## config.mk

```make
export PLATFORM = sky130hd
export DESIGN_NAME = freq_word_loader
export DESIGN_NICKNAME = d
export VERILOG_FILES = /design/src/rtl/fwl_pkg.sv /design/src/rtl/fwl_addr_decode.sv /design/src/rtl/fwl_stage.sv /design/src/rtl/fwl_word_reg.sv /design/src/rtl/freq_word_loader.sv
export SDC_FILE = /design/constraint.sdc
export NUM_CORES = 1
export LEC_CHECK = 0
export BUFFER_PORTS_ARGS = -buffer_cell sky130_fd_sc_hd__buf_4
export CAP_MARGIN = 20
export CORE_UTILIZATION = 57
export DETAILED_ROUTE_END_ITERATION = 8
export GPL_TIMING_DRIVEN = 0
export PLACE_DENSITY = 0.84
export SLEW_MARGIN = 20
export SYNTH_ARGS = -nofsm -noshare
export SYNTH_HDL_FRONTEND = slang
export SYNTH_SLANG_ARGS = --single-unit
```

## constraint.sdc

```tcl
create_clock -name clk -period 3 [get_ports clk]
set_input_delay 0.3 -clock clk [delete_from_list [all_inputs] [get_ports clk]]
set_output_delay 0.3 -clock clk [all_outputs]
set_load 0.03 [all_outputs]
```

## src/rtl/fwl_pkg.sv

```systemverilog
package fwl_pkg;
  localparam int unsigned NUM_WORDS = 2;
  localparam int unsigned IDX_START = 0;
  localparam int unsigned IDX_INCR  = 1;
  localparam int unsigned HALF_LO   = 0;
  localparam int unsigned HALF_HI   = 1;
endpackage

```

## src/rtl/fwl_addr_decode.sv

```systemverilog
module fwl_addr_decode #(
  parameter int unsigned ADDR_W = 4,
  parameter logic [ADDR_W-1:0] A_START_LO = 4'h1,
  parameter logic [ADDR_W-1:0] A_START_HI = 4'h2,
  parameter logic [ADDR_W-1:0] A_INCR_LO  = 4'h3,
  parameter logic [ADDR_W-1:0] A_INCR_HI  = 4'h4
) (
  input  logic              wr_en,
  input  logic [ADDR_W-1:0] addr,
  output logic [3:0]        hit   // index = word*2 + half
);
  always_comb begin
    hit = '0;
    if (wr_en) begin
      hit[0] = (addr == A_START_LO);
      hit[1] = (addr == A_START_HI);
      hit[2] = (addr == A_INCR_LO);
      hit[3] = (addr == A_INCR_HI);
    end
  end
endmodule

```

## src/rtl/fwl_stage.sv

```systemverilog
module fwl_stage #(
  parameter int unsigned HALF_W = 12
) (
  input  logic              clk,
  input  logic              rst,
  input  logic              clr,
  input  logic              ld,
  input  logic              ld_sel,
  input  logic [HALF_W-1:0] ld_data,
  output logic              vld,
  output logic              sel,
  output logic [HALF_W-1:0] data
);
  always_ff @(posedge clk) begin
    if (rst) begin
      vld  <= 1'b0;
      sel  <= 1'b0;
      data <= '0;
    end else if (ld) begin
      vld  <= 1'b1;
      sel  <= ld_sel;
      data <= ld_data;
    end else if (clr) begin
      vld  <= 1'b0;
    end
  end
endmodule

```

## src/rtl/fwl_word_reg.sv

```systemverilog
module fwl_word_reg #(
  parameter int unsigned HALF_W = 12
) (
  input  logic                clk,
  input  logic                rst,
  input  logic                lo_we,
  input  logic                hi_we,
  input  logic [HALF_W-1:0]   lo_d,
  input  logic [HALF_W-1:0]   hi_d,
  output logic [2*HALF_W-1:0] word
);
  always_ff @(posedge clk) begin
    if (rst) begin
      word <= '0;
    end else begin
      if (lo_we) word[HALF_W-1:0]        <= lo_d;
      if (hi_we) word[2*HALF_W-1:HALF_W] <= hi_d;
    end
  end
endmodule

```

## src/rtl/freq_word_loader.sv

```systemverilog
module freq_word_loader #(
  parameter int unsigned HALF_W = 12,
  parameter int unsigned ADDR_W = 4,
  parameter logic [ADDR_W-1:0] A_START_LO = 4'h1,
  parameter logic [ADDR_W-1:0] A_START_HI = 4'h2,
  parameter logic [ADDR_W-1:0] A_INCR_LO  = 4'h3,
  parameter logic [ADDR_W-1:0] A_INCR_HI  = 4'h4,
  localparam int unsigned DATA_W = ADDR_W + HALF_W,
  localparam int unsigned WORD_W = 2 * HALF_W
) (
  input  logic              clk,
  input  logic              rst,
  input  logic              wr_en,
  input  logic [DATA_W-1:0] wr_data,
  input  logic              combined_mode,
  output logic [WORD_W-1:0] start_word,
  output logic [WORD_W-1:0] incr_word
);
  import fwl_pkg::*;

  logic [ADDR_W-1:0] addr;
  logic [HALF_W-1:0] payload;
  logic [3:0]        hit;
  logic              mode_q;
  logic              mode_chg;
  logic              stg_vld, stg_sel;
  logic [HALF_W-1:0] stg_data;
  logic              stg_ld, stg_ld_sel;
  logic [NUM_WORDS-1:0] commit;
  logic [NUM_WORDS-1:0] lo_we, hi_we;
  logic [HALF_W-1:0] lo_d [NUM_WORDS];
  logic [WORD_W-1:0] word_q [NUM_WORDS];

  assign addr    = wr_data[DATA_W-1 -: ADDR_W];
  assign payload = wr_data[HALF_W-1:0];

  fwl_addr_decode #(
    .ADDR_W(ADDR_W), .A_START_LO(A_START_LO), .A_START_HI(A_START_HI),
    .A_INCR_LO(A_INCR_LO), .A_INCR_HI(A_INCR_HI)
  ) u_dec (
    .wr_en(wr_en), .addr(addr), .hit(hit)
  );

  always_ff @(posedge clk) begin
    if (rst) mode_q <= 1'b0;
    else     mode_q <= combined_mode;
  end
  assign mode_chg = (combined_mode != mode_q);

  // A low-half write in combined mode parks the payload; the later of two wins.
  assign stg_ld     = combined_mode & (hit[IDX_START*2+HALF_LO] | hit[IDX_INCR*2+HALF_LO]);
  assign stg_ld_sel = hit[IDX_INCR*2+HALF_LO];

  fwl_stage #(.HALF_W(HALF_W)) u_stage (
    .clk(clk), .rst(rst),
    .clr(mode_chg | (|commit)),
    .ld(stg_ld), .ld_sel(stg_ld_sel), .ld_data(payload),
    .vld(stg_vld), .sel(stg_sel), .data(stg_data)
  );

  for (genvar w = 0; w < NUM_WORDS; w++) begin : g_word
    assign commit[w] = combined_mode & ~mode_chg & hit[w*2+HALF_HI]
                     & stg_vld & (stg_sel == 1'(w));
    assign lo_we[w]  = combined_mode ? commit[w] : hit[w*2+HALF_LO];
    assign hi_we[w]  = combined_mode ? commit[w] : hit[w*2+HALF_HI];
    assign lo_d[w]   = combined_mode ? stg_data : payload;

    fwl_word_reg #(.HALF_W(HALF_W)) u_reg (
      .clk(clk), .rst(rst),
      .lo_we(lo_we[w]), .hi_we(hi_we[w]),
      .lo_d(lo_d[w]), .hi_d(payload),
      .word(word_q[w])
    );
  end

  assign start_word = word_q[IDX_START];
  assign incr_word  = word_q[IDX_INCR];
endmodule

```

==> metrics <==
run status finished, final reports clean; setup violators final 0; crit path max fanout 10; initial antenna violation count 0; dpl cell area 0.00347 mm²; diode count 0; Fmax achieved 473 MHz; CP arrival 2.37 ns; Vias per Instance 6.02; Reg clk slew, reported paths ~0.070 ns; Avg WL per Cell 16.9 µm; Core ar. roughly 0.0048 mm²; max_cap viols 0; GR Util All Layers 29.3%; Critical Path RT approximately 3.3 ns; Initial DRT Pass Iterations 5; Max IR drop VDD 0.527 mV; routability cong. roughly 0.87; Total Die Area 0.00537 mm²; Yosys warnings 0; vias in the first global route 2467; Critical Path Source Type flop; Via Count between 2k and 3k; reg2reg end g_word[0].u_reg.word[6]$_SDFFE_PP0P_; Gate Count Post-Synth 300; setup TNS 0 ns; layout cell share with drive strength beyond 1 around 26%; Cell Area, Synth around 0.0029 mm²; Hold/Removal Path Class input pin to flop; Post-CTS Setup Repair Bufs 0; Slowest cell on crit path nor4_1; RR Startpoint mode_q$_SDFF_PP0_; min Tclk post-route 2.11 ns; worst r2r path cells 6; synth-to-layout area growth 28.1%; Initial DRC Count between 150 and 200; first-pass GRT wire length between 10000 and 15000 µm; hold endpoint g_word[1].u_reg.word[17]$_SDFFE_PP0P_; Setup CP Type flop to flop; row count 25; Power Dens Cells 506 mW/mm²; clk_lat worst skew 0.33 ns; Nets about 400; H-tree depth 3; crit path cell chain ha_1, nand4b_1, nor4_1, clkbuf_1, a31oi_1, a31oi_1; Hold Fails Final Rpt 0; io pins 68; max-slew violations 0; sequential cell area fraction in the yosys report 43.6%; WHS Path Cells 3; Static Leak 1.50 nW; worst hold margin about 0.25 ns; Post-CTS Hold Fix Bufs 0; root buf cell clkbuf_8; Resize count post-CTS 0; Avg Inst Size Synth 9.65 µm²; Slew @ Worst Pin 0.589 ns; IO buf count 65; hold path start wr_data[5]; syn nets 321; Crit. End Element flop; Worst R2R Setup Slack 0.89 ns; post-route clock skew around 0.005 ns; clk sink count 63; unrepaired setup endpoints after global routing no; period utilization 70.5%; CTS tree built; critical path's most frequent cell a31oi_1; Remaining DRCs 0; Initial Utilization around 60%; #FFs+latches synth 63; cts bufs inserted 9; gr ovfl total 0; post-route ant nets 0; post-route design area 0.00371 mm²; Yosys cell types 36; Chip Width roughly 73 µm; DRT Wirelength 7560 µm; Worst path max stage delay around 0.53 ns; half-perimeter wire length after placement 5240 µm; largest net degree at the start of global routing 11; Die H about 73 µm; relative slew slack 60.4%; clk buf depth 2
-- power by group --
| part | switching [mW] | internal, mW | total (mW) |
|---|---|---|---|
| Combinational | 0.0890 | 0.0558 | 0.145 |
| Sequential | 0.00662 | 0.845 | 0.852 |
| Clock | 0.320 | 0.560 | 0.880 |
-- stage by stage --
step                      instances  util (%)  power (mW)  setup WS [ns]
final                           448      77.0        1.88          0.886
after floorplan                 300         -       0.951           1.26
after global placement          432      71.9        1.01          0.984
after detailed placement        432      71.9        1.01          0.958
after CTS                       448      77.0        1.87          0.946
after global routing            448      77.0        1.93          0.810
-- worst max-delay path by stage --
stage                            from                                     to  depth (start not counted)
detailed placement      combined_mode   g_word[0].u_reg.word[7]$_SDFFE_PP0P_                          7
global placement        combined_mode  g_word[0].u_reg.word[11]$_SDFFE_PP0P_                          7
global route        mode_q$_SDFF_PP0_   g_word[0].u_reg.word[4]$_SDFFE_PP0P_                          6
floorplan               combined_mode   g_word[1].u_reg.word[1]$_SDFFE_PP0P_                          7
CTS                 mode_q$_SDFF_PP0_   g_word[0].u_reg.word[6]$_SDFFE_PP0P_                          6
finish              mode_q$_SDFF_PP0_   g_word[0].u_reg.word[6]$_SDFFE_PP0P_                          6
-- sequential cells by signal (all words and copies together) (netlist names) --
signal             count
g_word.u_reg.word     48
mode_q                 1
u_stage.data          12
u_stage.sel            1
u_stage.vld            1
-- synthesized netlist by cell type --
cell type / instances / area share [%]
o22ai_1: 12 / 2.6
a21oi_1: 14 / 2.4
clkbuf_1: 15 / 1.9
dfxtp_1: 63 / 44
nor4b_1: 11 / 3.3
nand3b_1: 12 / 3.1
a311oi_1: 1 / 0.30
inv_1: 2 / 0.26
nand4b_1: 1 / 0.30
nand2b_4: 1 / 0.48
buf_4: 3 / 0.78
ha_1: 1 / 0.43
buf_6: 2 / 0.78
a211oi_1: 1 / 0.26
or2_2: 1 / 0.22
a2111oi_4: 2 / 1.9
nand2_1: 17 / 2.2
nor2_1: 25 / 3.2
nand3_2: 1 / 0.35
nand2b_1: 3 / 0.65
mux2i_1: 49 / 17
and4bb_1: 1 / 0.43
a311o_1: 1 / 0.35
dlygate4sd1_1: 1 / 0.30
clkbuf_8: 3 / 1.4
nor4_1: 1 / 0.22
or4_2: 1 / 0.30
nor3b_1: 1 / 0.26
nand4bb_1: 1 / 0.39
clkbuf_2: 1 / 0.17
a31oi_1: 22 / 4.8
or2b_2: 1 / 0.30
buf_2: 2 / 0.35
nand3_1: 24 / 4.2
or4_1: 1 / 0.26
buf_1: 2 / 0.26
-- critical path, delay by kind of cell (launching register included) --
kind | cells | cell delay (ns)
and+or+nand+nor | 2 | 0.66
buffers and inverters | 1 | 0.44
AOI/OAI and AO/OA | 2 | 0.39
DFF | 1 | 0.31
adders and majority gates | 1 | 0.22
-- routing by layer --
layer / GRT usage (%) / up-vias / routed length (µm) / share of wire [%]
met5: 0 / - / 0 / 0
met4: 11.1 / 0 / 114 / 1.5
met3: 7.41 / 13 / 653 / 8.6
met2: 47.3 / 144 / 3590 / 48
met1: 37.7 / 1280 / 3200 / 42
li1: - / 1261 / - / -
-- area by class of cell --
cell class	count	area, µm²
Buffer	29	174
Clock buffer	14	183
Clock inverter	2	60.1
Fill cell	363	1110
Inverter	2	7.51
Multi-Input combinational cell	206	1450
Sequential cell	63	1260
Tap cell	67	83.8
Timing Repair Buffer	65	488
-- logic make-up (layout without fill, tap and decap cells) --
logic type	Yosys count	count (layout)	share of synthesized area [%]
simple gates	103	103	20.2
flops	63	63	43.6
compound gates	53	53	12.6
mux	49	49	16.9
buf+inv	31	112	6.27
fa+ha+maj	1	1	0.432
-- layout by cell type, fill, tap and decap left out, types with 12 or more instances in the layout --
cell type / count
dfxtp_1: 63
a21oi_1: 14
nor2_1: 25
buf_4: 68
mux2i_1: 49
a31oi_1: 22
o22ai_1: 12
nand3b_1: 12
nand3_1: 24
clkbuf_1: 16
clkbuf_8: 16
nand2_1: 17
(Power assumes the default switching activity.)
